[src/rtl/sercfg_mem.sv]
module sercfg_mem #(
  parameter int DEPTH = 16,
  parameter bit RST_HIGH = 1'b1,
  parameter logic [DEPTH-1:0] CONTENT = '0,
  localparam int AW = (DEPTH > 1) ? $clog2(DEPTH) : 1
) (
  input  logic clk,
  input  logic sel_n,
  input  logic oe_rst,
  output logic data_out,
  output logic data_oe,
  output logic cas_en_n
);

  localparam logic [AW-1:0] LAST = AW'(DEPTH - 1);

  logic [AW-1:0] addr;
  logic          done;
  logic          rst_act;

  assign rst_act = (oe_rst == RST_HIGH);

  always_ff @(posedge clk) begin
    if (rst_act) begin
      addr <= '0;
      done <= 1'b0;
    end else if (!sel_n && !done) begin
      if (addr == LAST) done <= 1'b1;
      else              addr <= addr + AW'(1);
    end
  end

  assign data_oe  = !sel_n && !rst_act && !done;
  assign data_out = data_oe & CONTENT[addr];
  assign cas_en_n = !done;

endmodule


[config.mk]
export PLATFORM = sky130hd
export DESIGN_NAME = sercfg_mem
export DESIGN_NICKNAME = d
export VERILOG_FILES = /design/src/rtl/sercfg_mem.sv
export SDC_FILE = /design/constraint.sdc
export NUM_CORES = 1
export LEC_CHECK = 0
export ABC_AREA = 1
export BUFFER_PORTS_ARGS = -buffer_cell sky130_fd_sc_hd__clkbuf_2
export CORE_AREA = 8 8 45 47
export CTS_BUF_LIST = sky130_fd_sc_hd__clkbuf_16
export DETAILED_ROUTE_END_ITERATION = 8
export DIE_AREA = 0 0 53 55
export PLACE_DENSITY_LB_ADDON = 0.25
export SYNTH_ARGS = -nofsm -noshare
export SYNTH_HDL_FRONTEND = slang
export SYNTH_SLANG_ARGS = --single-unit
[constraint.sdc]
create_clock -name clk -period 1.5 [get_ports clk]
set_input_delay 0 -clock clk [delete_from_list [all_inputs] [get_ports clk]]
set_output_delay 0 -clock clk [all_outputs]
set_load 0.03 [all_outputs]
==> summary.txt, run 1 <==
Status
  – Status: complete, no violations

Synthesis
  – Cell accounting for the most synthesized area: dfxtp_1
  – Distinct cells, synth: 17
  – Synthesized instance count: 39
  – Post-synth top area share: 36.20%
  – Seq/Total Area, Yosys: 36.20%
  – #FFs+latches synth: 5
  – Ys Warns: 0
  – Synth top area cells: dfxtp_1 36%, nor2_1 12%, nand2_1 6.8%
  – Cell area after synthesis: 276.5 µm²
  – Syn Nets: 43
  – Syn avg cell area: 7.090 µm²

Cells and area
  – Post-route cell area: 397.9 µm²
  – Layout cells sized above 1: 27.66%
  – Non-filler cells, final: 63
  – # fillers: 162
  – ANT cells: 0
  – Nets: 52
  – Area Growth Syn to Fin: 43.89%

Critical path
  – Max stage delay on crit path: 380 ps
  – WP buf/inv: 1
  – Capturing element type of the critical path: flip-flop
  – Crit path launch type: flip-flop
  – WP data arrival: 1270 ps
  – Flop2flop setup slack: 360 ps
  – Crit Path Class: reg -> reg
  – Worst-path cell chain: ha_1, nand3_2, nand2_4, inv_2, nor2_1, nor2_2
  – Largest delay share family, worst path: flip-flops
  – CP max stage cell: dfxtp_1
  – Critical path required time: 1620 ps
  – CP max FO: 5

Placement
  – Worst slack at placement: 370.8 ps
  – Input/output buffers: 4
  – Final Wtd Congestion: 0.7061
  – Dpl cells: 58
  – Post-DP Area: 309.0 µm²
  – Post-DP HPWL: 431.4 µm

Timing
  – Setup-failing EPs final: 0
  – RSZ-0062 raised after global routing: false
  – Setup TNS: 0 ps
  – Setup Skew: 0.6227 ps
  – Pins over their slew limit: 0
  – Post-route minimum period: 1144 ps
  – Peak Freq: 873.8 MHz
  – Final Cycle Share: 76.29%
  – Hold Fails Final Rpt: 0
  – Setup ws final: 355.6 ps

Clocking
  – Maximum root-to-sink buffer count: 2
  – Root buf cell: clkbuf_16
  – Num CTS Buffers: 3
  – Clk sinks: 5
  – CTS H-tree depth: 1
  – Clock transition at the registers of the reported paths: 30 ps
  – Post-CTS setup buffer count: 0
  – Worst skew pair latency: 230 ps
  – TritonCTS clock tree: built

Routing
  – Routed Wire Length: 571 µm
  – Vias: 256
  – Iter 0 DRT Violations: 2
  – Residual DRC: 0
  – Remaining antenna violation count: 0
  – Vias per inst: 4.063
  – First-pass iteration count of the detailed router: 4
  – Avg WL per Cell: 9.063 µm

Power
  – Leak Pwr: 0.1779 nW
  – Peak VDD IR: 0.0004035 V
  – Pwr dens: 1555 nW/µm²

Floorplanning
  – Die X: 53 µm
  – Row count: 14
  – Die ar.: 2915 µm²
  – Core area: 1384 µm²
  – Starting Density: 19.98%
  – Number of I/O pins: 6
  – Die span in y: 55 µm

Global route
  – GR met2 Demand/Resource: 7.227%
  – Top Usage Layer GRT: met2
  – Vias in the first global route: 219
  – GRT Total Usage: 5.076%
  – Met3 GRT Util: 4.011%
  – Largest net degree at the start of global routing: 6
  – First-pass GRT wire length: 986 µm
  – Grt met1 use: 4.394%
  – Overflow after GRT: 0
  – Antenna violations before repair: 0

Run
  – Max-cap viol count: 0

Min path
  – HP Class: in -> reg
Yosys cell counts (all sizes together):
library cell,n
buf,1
conb,1
dfxtp,5
ha,1
inv,5
nand2,6
nand3,3
nand4,1
nor2,12
nor3,1
o21ai,3
cell type report:
cell class	count	area (µm²)	share of cell area [%]
well taps	16	20.02	5.031
clock inverters	1	3.754	0.9434
clock buffers	3	75.07	18.87
repair buffers	5	30.03	7.547
flip-flops and latches	5	100.1	25.16
multi-input cells	28	150.1	37.74
inverters	5	18.77	4.717
cell usage in the layout (no fill, tap or decap), types with 2 or more instances in the layout:
master / instances
clkbuf_16: 3
clkbuf_2: 4
dfxtp_1: 5
inv_1: 5
nand2_1: 5
nand3_1: 2
nor2_1: 9
nor2_2: 2
o21ai_1: 2
sequential cells by signal, summed over array words and instances (netlist names):
signal	flops
addr	4
done	1
where the power goes:
group / internal, mW / switching (mW)
combinational: 0.0141 / 0.0247
clock: 0.345 / 0.0890
sequential: 0.139 / 0.00594
worst min-delay path, delay by kind of cell:
family        cells  cell delay, ps
buf+inv           1             120
simple gates      3             160
kinds of logic (layout without fill, tap and decap cells):
kind of cell	count (synthesis)	count (layout)	synth area share [%]
AOI/OAI and AO/OA	3	3	5.428
adders and majority gates	1	1	4.524
buffers and inverters	6	14	9.500
DFF	5	5	36.20
other	1	1	1.356
and+or+nand+nor	23	23	42.98
what timing repair did:
action | in CTS | in global routing
hold endpoints to repair | 1 | 0
resized for setup | 0 | 0
hold buffers | 1 | 0
final timing paths:
check,to,startpoint,cells after the start
worst min-delay path,done,sel_n,4
worst min register to register,addr[3],addr[3],2
worst max-delay path,addr[0],addr[0],6
worst max register to register,addr[0],addr[0],6
per-layer routing:
layer  vias up  part of all wire (%)  routed length (µm)
met5         -                     0                   0
met4         0                   3.9                  22
met3         3                    13                  73
met2         8                    43                 247
met1       110                    40                 228
li1        135                     -                   -
metrics by stage:
stage	util, %	hold WS, ps	power [mW]
detailed placement	22.33	215.3	0.1840
global route	28.75	135.0	0.6404
floorplan	-	72.38	0.1754
CTS	28.75	119.5	0.6231
global placement	22.33	214.8	0.1846
finish	28.75	110.3	0.6186
No activity file was read; power rests on OpenSTA's default activity.
==> run 2: changes to the inputs <==
==> constraint.sdc (replaced) <==
create_clock -name clk -period 1.1 [get_ports clk]
set_input_delay 0 -clock clk [delete_from_list [all_inputs] [get_ports clk]]
set_output_delay 0 -clock clk [all_outputs]
set_load 0.03 [all_outputs]
==> summary.txt, run 2 (synthesized netlist as in run 1, its figures left out) <==
Status
  – Status: complete, no violations (unchanged)

Timing
  – Hold Fails Final Rpt: 0 (unchanged)
  – Final Cycle Share: 93.88%
  – Setup Skew: 0.1872 ps (was 0.6227 ps)
  – Post-route minimum period: 1033 ps
  – Setup TNS: 0 ps (unchanged)
  – RSZ-0062 raised after global routing: false (unchanged)
  – Pins over their slew limit: 0 (unchanged)
  – Setup ws final: 67.34 ps (was 355.6 ps)
  – Setup-failing EPs final: 0 (unchanged)
  – Peak Freq: 968.4 MHz

Routing
  – Vias: 265 (was 256)
  – Residual DRC: 0 (unchanged)
  – Vias per inst: 4.077 (was 4.063)
  – Routed Wire Length: 598 µm (was 571 µm)
  – Avg WL per Cell: 9.200 µm (was 9.063 µm)
  – First-pass iteration count of the detailed router: 2 (was 4)
  – Iter 0 DRT Violations: 7 (was 2)
  – Remaining antenna violation count: 0 (unchanged)

Critical path
  – Critical path required time: 1100 ps (was 1620 ps)
  – Reg-to-reg startpoint: addr[1] (was addr[0])
  – Capturing element type of the critical path: output port (was flip-flop)
  – Crit Path Class: in -> out (was reg -> reg)
  – WP data arrival: 1030 ps (was 1270 ps)
  – Crit path launch type: input pin (was flip-flop)
  – CP max FO: 4 (was 5)
  – R2R cell count: 7 (was 6)
  – Flop2flop setup slack: 90 ps (was 360 ps)
  – FF-to-FF End: addr[0] (unchanged)

Min path
  – HP Class: in -> reg (unchanged)
  – Hold path cells: 4 (unchanged)
  – Hold Crit Endpoint: done (unchanged)
  – Hold_sp: sel_n (unchanged)

Floorplanning
  – Row count: 14 (unchanged)
  – Die span in y: 55 µm (unchanged)
  – Number of I/O pins: 6 (unchanged)
  – Die ar.: 2915 µm² (unchanged)
  – Core area: 1384 µm² (unchanged)
  – Starting Density: 19.98% (unchanged)
  – Die X: 53 µm (unchanged)

Clocking
  – Clk sinks: 5 (unchanged)
  – TritonCTS clock tree: built (unchanged)
  – CTS H-tree depth: 1 (unchanged)
  – Root buf cell: clkbuf_16 (unchanged)
  – Clock transition at the registers of the reported paths: 30 ps (about the same)
  – Worst skew pair latency: 230 ps (about the same)
  – Maximum root-to-sink buffer count: 2 (unchanged)
  – Post-CTS setup buffer count: 0 (unchanged)
  – Num CTS Buffers: 3 (unchanged)

Power
  – Leak Pwr: 0.1867 nW (was 0.1779 nW)
  – Peak VDD IR: 0.0005913 V (was 0.0004035 V)
  – Pwr dens: 2032 nW/µm² (was 1555 nW/µm²)

Cells and area
  – Number of flip-flops in the largest register: 4 (unchanged)
  – Most common cell after layout, fill and taps aside: nor2_1 (unchanged)
  – Top reg by flops: addr (unchanged)
  – Area Growth Syn to Fin: 52.04% (was 43.89%)
  – Layout cells sized above 1: 38.78% (was 27.66%)
  – Most frequent cells in the layout: 8 x nor2_1, 5 x inv_1, 5 x nand2_1 (was 9 x nor2_1, 5 x inv_1, 5 x nand2_1, 5 x dfxtp_1, 4 x clkbuf_2)
  – Final core occ: 30.38% (was 28.75%)
  – Largest regs: addr: 4 flops, done: 1 flops (unchanged)
  – Nets: 54 (was 52)
  – ANT cells: 0 (unchanged)

Global route
  – Antenna violations before repair: 0 (unchanged)
  – GRT Total Usage: 5.580% (was 5.076%)
  – Vias in the first global route: 235 (was 219)
  – First-pass GRT wire length: 1.014 mm (was 986 µm)
  – Largest net degree at the start of global routing: 5 (was 6)
  – Overflow after GRT: 0 (unchanged)

Run
  – Max-cap viol count: 0 (unchanged)

Placement
  – Final Wtd Congestion: 0.7737 (was 0.7061)
  – Post-DP HPWL: 445.8 µm (was 431.4 µm)
  – Input/output buffers: 4 (unchanged)
  – Worst slack at placement: 43.36 ps (was 370.8 ps)
## run 2: critical path: stages
cell and delay (ps):
dlygate4sd3_1 530, clkbuf_2 130, nor3_1 140, clkbuf_2 230
## run 2: worst max path at each step
stage                       start      end  slack, ps
after floorplan           addr[0]  addr[0]         50
after global placement    addr[0]  addr[0]         70
after detailed placement  addr[0]  addr[0]         40
after CTS                 addr[0]  addr[0]         40
after global routing       oe_rst  data_oe          1
final                      oe_rst  data_oe         70
## run 2: cell type report
type                            count  area, µm²
Inverter                            5      18.77
Sequential cell                     5      102.6
Tap cell                           16      20.02
Clock inverter                      1      3.754
Multi-Input combinational cell     28      155.1
Fill cell                         161      963.4
Timing Repair Buffer                7      45.04
Clock buffer                        3      75.07
## run 2: layer usage
metal  GRT usage, %  vias to the layer above  wire length (µm)
met4          10.34                        0                40
met5              0                        -                 0
met2          5.664                        7               230
met1          5.640                      115               258
li1               -                      139                 -
met3          3.209                        4                68
## run 2: power breakdown
group | switching, mW | total, mW | internal, mW
logic | 0.0391 | 0.0663 | 0.0272
registers | 0.00537 | 0.197 | 0.191
clock network | 0.121 | 0.591 | 0.471
total | 0.165 | 0.854 | 0.689
## run 2: through the flow
step	hold slack, ps	cell area (µm²)	std cells	total power [mW]
finish	123.1	420.4	65	0.8544
global route	147.3	420.4	65	0.8864
CTS	126.8	412.9	65	0.8604
detailed placement	215.6	324.1	60	0.2603
global placement	215.6	324.1	60	0.2617
floorplan	72.38	276.5	39	0.2392
## run 2: what timing repair did
| action | CTS | global route |
|---|---|---|
| gates resized for setup | 0 | 4 |
| endpoints found under the hold margin | 1 | 0 |
| hold buffers | 1 | 0 |
| endpoints found under the setup margin | 0 | 3 |
==> run 3: changes to the inputs <==
--- a/config.mk
+++ b/config.mk
@@ -7,11 +7,12 @@
 export LEC_CHECK = 0
 export ABC_AREA = 1
 export BUFFER_PORTS_ARGS = -buffer_cell sky130_fd_sc_hd__clkbuf_2
-export CORE_AREA = 8 8 45 47
+export CORE_AREA = 2 2 39 41
 export CTS_BUF_LIST = sky130_fd_sc_hd__clkbuf_16
 export DETAILED_ROUTE_END_ITERATION = 8
-export DIE_AREA = 0 0 53 55
+export DIE_AREA = 0 0 41 43
 export PLACE_DENSITY_LB_ADDON = 0.25
+export REMOVE_ABC_BUFFERS = 1
 export SYNTH_ARGS = -nofsm -noshare
 export SYNTH_HDL_FRONTEND = slang
 export SYNTH_SLANG_ARGS = --single-unit
==> summary.txt, run 3 (synthesized netlist as in run 1, its figures left out) <==
Placement
  – Post-DP Area: 324.1 µm² (unchanged)
  – Post-DP HPWL: 392.3 µm (was 445.8 µm)
  – Input/output buffers: 4 (unchanged)
  – Final Wtd Congestion: 0.7071 (was 0.7737)

Critical path
  – Crit path launch type: input pin (unchanged)
  – Capturing element type of the critical path: output port (unchanged)
  – CP max FO: 4 (unchanged)
  – FF-to-FF End: addr[1] (was addr[0])
  – Reg-to-reg startpoint: addr[1] (unchanged)
  – Critical path required time: 1100 ps (about the same)
  – R2R cell count: 6 (was 7)
  – Crit Path Class: in -> out (unchanged)
  – Flop2flop setup slack: 90 ps (about the same)
  – WP data arrival: 1030 ps (about the same)

Cells and area
  – Nets: 55 (was 54)
  – Area Growth Syn to Fin: 55.66% (was 52.04%)
  – Post-route cell area: 430.4 µm² (was 420.4 µm²)
  – Most frequent cells in the layout: 7 x nor2_1, 5 x inv_1, 5 x nand2_1 (was 8 x nor2_1, 5 x inv_1, 5 x nand2_1)
  – ANT cells: 0 (unchanged)
  – Largest regs: addr: 4 flops, done: 1 flops (unchanged)
  – Multi-input logic area: 157.7 µm² (was 155.1 µm²)
  – Number of flip-flops in the largest register: 4 (unchanged)
  – Top reg by flops: addr (unchanged)
  – Reg area: 102.6 µm² (unchanged)
  – Layout cells sized above 1: 42.00% (was 38.78%)
  – # fillers: 148 (was 161)
  – Most common cell after layout, fill and taps aside: nor2_1 (unchanged)

Global route
  – Antenna violations before repair: 0 (unchanged)
  – Vias in the first global route: 236 (was 235)
  – First-pass GRT wire length: 876 µm (was 1.014 mm)
  – Largest net degree at the start of global routing: 5 (unchanged)
  – GRT Total Usage: 8.241% (was 5.580%)
  – Overflow after GRT: 0 (unchanged)

Clocking
  – CTS H-tree depth: 1 (unchanged)
  – TritonCTS clock tree: built (unchanged)
  – Worst skew pair latency: 230 ps (about the same)
  – Maximum root-to-sink buffer count: 2 (unchanged)
  – Root buf cell: clkbuf_16 (unchanged)
  – Num CTS Buffers: 3 (unchanged)
  – Clock transition at the registers of the reported paths: 30 ps (about the same)
  – Clk sinks: 5 (unchanged)

Timing
  – Setup Skew: 0.6441 ps (was 0.1872 ps)
  – RSZ-0062 raised after global routing: false (unchanged)
  – Tightest hold margin: 123.5 ps (was 123.1 ps)
  – Setup-failing EPs final: 0 (unchanged)
  – Final Cycle Share: 93.22% (was 93.88%)
  – Setup TNS: 0 ps (unchanged)
  – Peak Freq: 975.2 MHz (was 968.4 MHz)
  – Hold Fails Final Rpt: 0 (unchanged)
  – Post-route minimum period: 1025 ps (was 1033 ps)
  – Pins over their slew limit: 0 (unchanged)

Routing
  – Avg WL per Cell: 8.500 µm (was 9.200 µm)
  – Routed Wire Length: 561 µm (was 598 µm)
  – Remaining antenna violation count: 0 (unchanged)
  – Residual DRC: 0 (unchanged)
  – Vias per inst: 3.985 (was 4.077)
  – Iter 0 DRT Violations: 7 (unchanged)
  – First-pass iteration count of the detailed router: 4 (was 2)
  – Vias: 263 (was 265)

Floorplanning
  – Core area: 1384 µm² (unchanged)
  – Row count: 14 (unchanged)
  – Starting Density: 19.98% (unchanged)
  – Die ar.: 1763 µm² (was 2915 µm²)
  – Number of I/O pins: 6 (unchanged)
  – Die span in y: 43 µm (was 55 µm)
  – Die X: 41 µm (was 53 µm)

Min path
  – Hold Crit Endpoint: done (unchanged)
  – Hold_sp: sel_n (unchanged)
  – Hold path cells: 4 (unchanged)
  – HP Class: in -> reg (unchanged)

Power
  – Leak Pwr: 0.1922 nW (was 0.1867 nW)
  – Peak VDD IR: 0.0006905 V (was 0.0005913 V)
  – Pwr dens: 1986 nW/µm² (was 2032 nW/µm²)
  – Design Power: 855.0 µW (was 854.4 µW)

Status
  – Status: complete, no violations (unchanged)

Run
  – Max-cap viol count: 0 (unchanged)
run 3: power by group:
part,internal [mW],switching [mW]
combinational,0.0293,0.0416
sequential,0.191,0.00496
clock,0.470,0.117
total,0.691,0.164
run 3: worst max path at each step:
stage / startpoint / end / slack [ps] / cells after the start
finish: oe_rst / data_oe / 70 / 4
CTS: addr[0] / addr[0] / 30 / 6
floorplan: addr[0] / addr[0] / 50 / 6
detailed placement: addr[1] / addr[0] / 40 / 6
global route: oe_rst / data_oe / 9 / 4
global placement: addr[1] / addr[0] / 60 / 6
run 3: final cells by class:
class	count	area share, %
Timing Repair Buffer	8	12.21
Multi-Input combinational cell	28	36.63
Clock buffer	3	17.44
Sequential cell	5	23.84
Tap cell	16	4.651
Inverter	5	4.360
Clock inverter	1	0.8721
run 3: stage by stage:
step / std cells / setup WS [ps] / util (%)
2_1_floorplan: 38 / 51.63 / -
3_3_place_gp: 60 / 57.88 / 23.42
3_5_place_dp: 60 / 39.67 / 23.42
4_1_cts: 65 / 30.15 / 29.84
5_1_grt: 66 / 8.567 / 31.10
6_report: 66 / 74.60 / 31.10
run 3: worst max-delay path, stage by stage:
cell	delay (ps)
dlygate4sd3_1	530
clkbuf_2	130
nor3_1	130
clkbuf_2	230
run 3: what timing repair did:
| item | 4_1_cts | 5_1_grt |
|---|---|---|
| setup endpoints to repair | 0 | 3 |
| buffers inserted | 0 | 1 |
| endpoints found under the hold margin | 1 | 0 |
| resized for setup | 0 | 5 |
| hold buffers | 1 | 0 |
run 3: metal layers:
layer | part of all wire (%) | GRT usage, %
met1 | 50 | 9.355
met2 | 39 | 9.063
met3 | 5.9 | 4.712
met4 | 4.8 | 10.00
met5 | 0 | 0
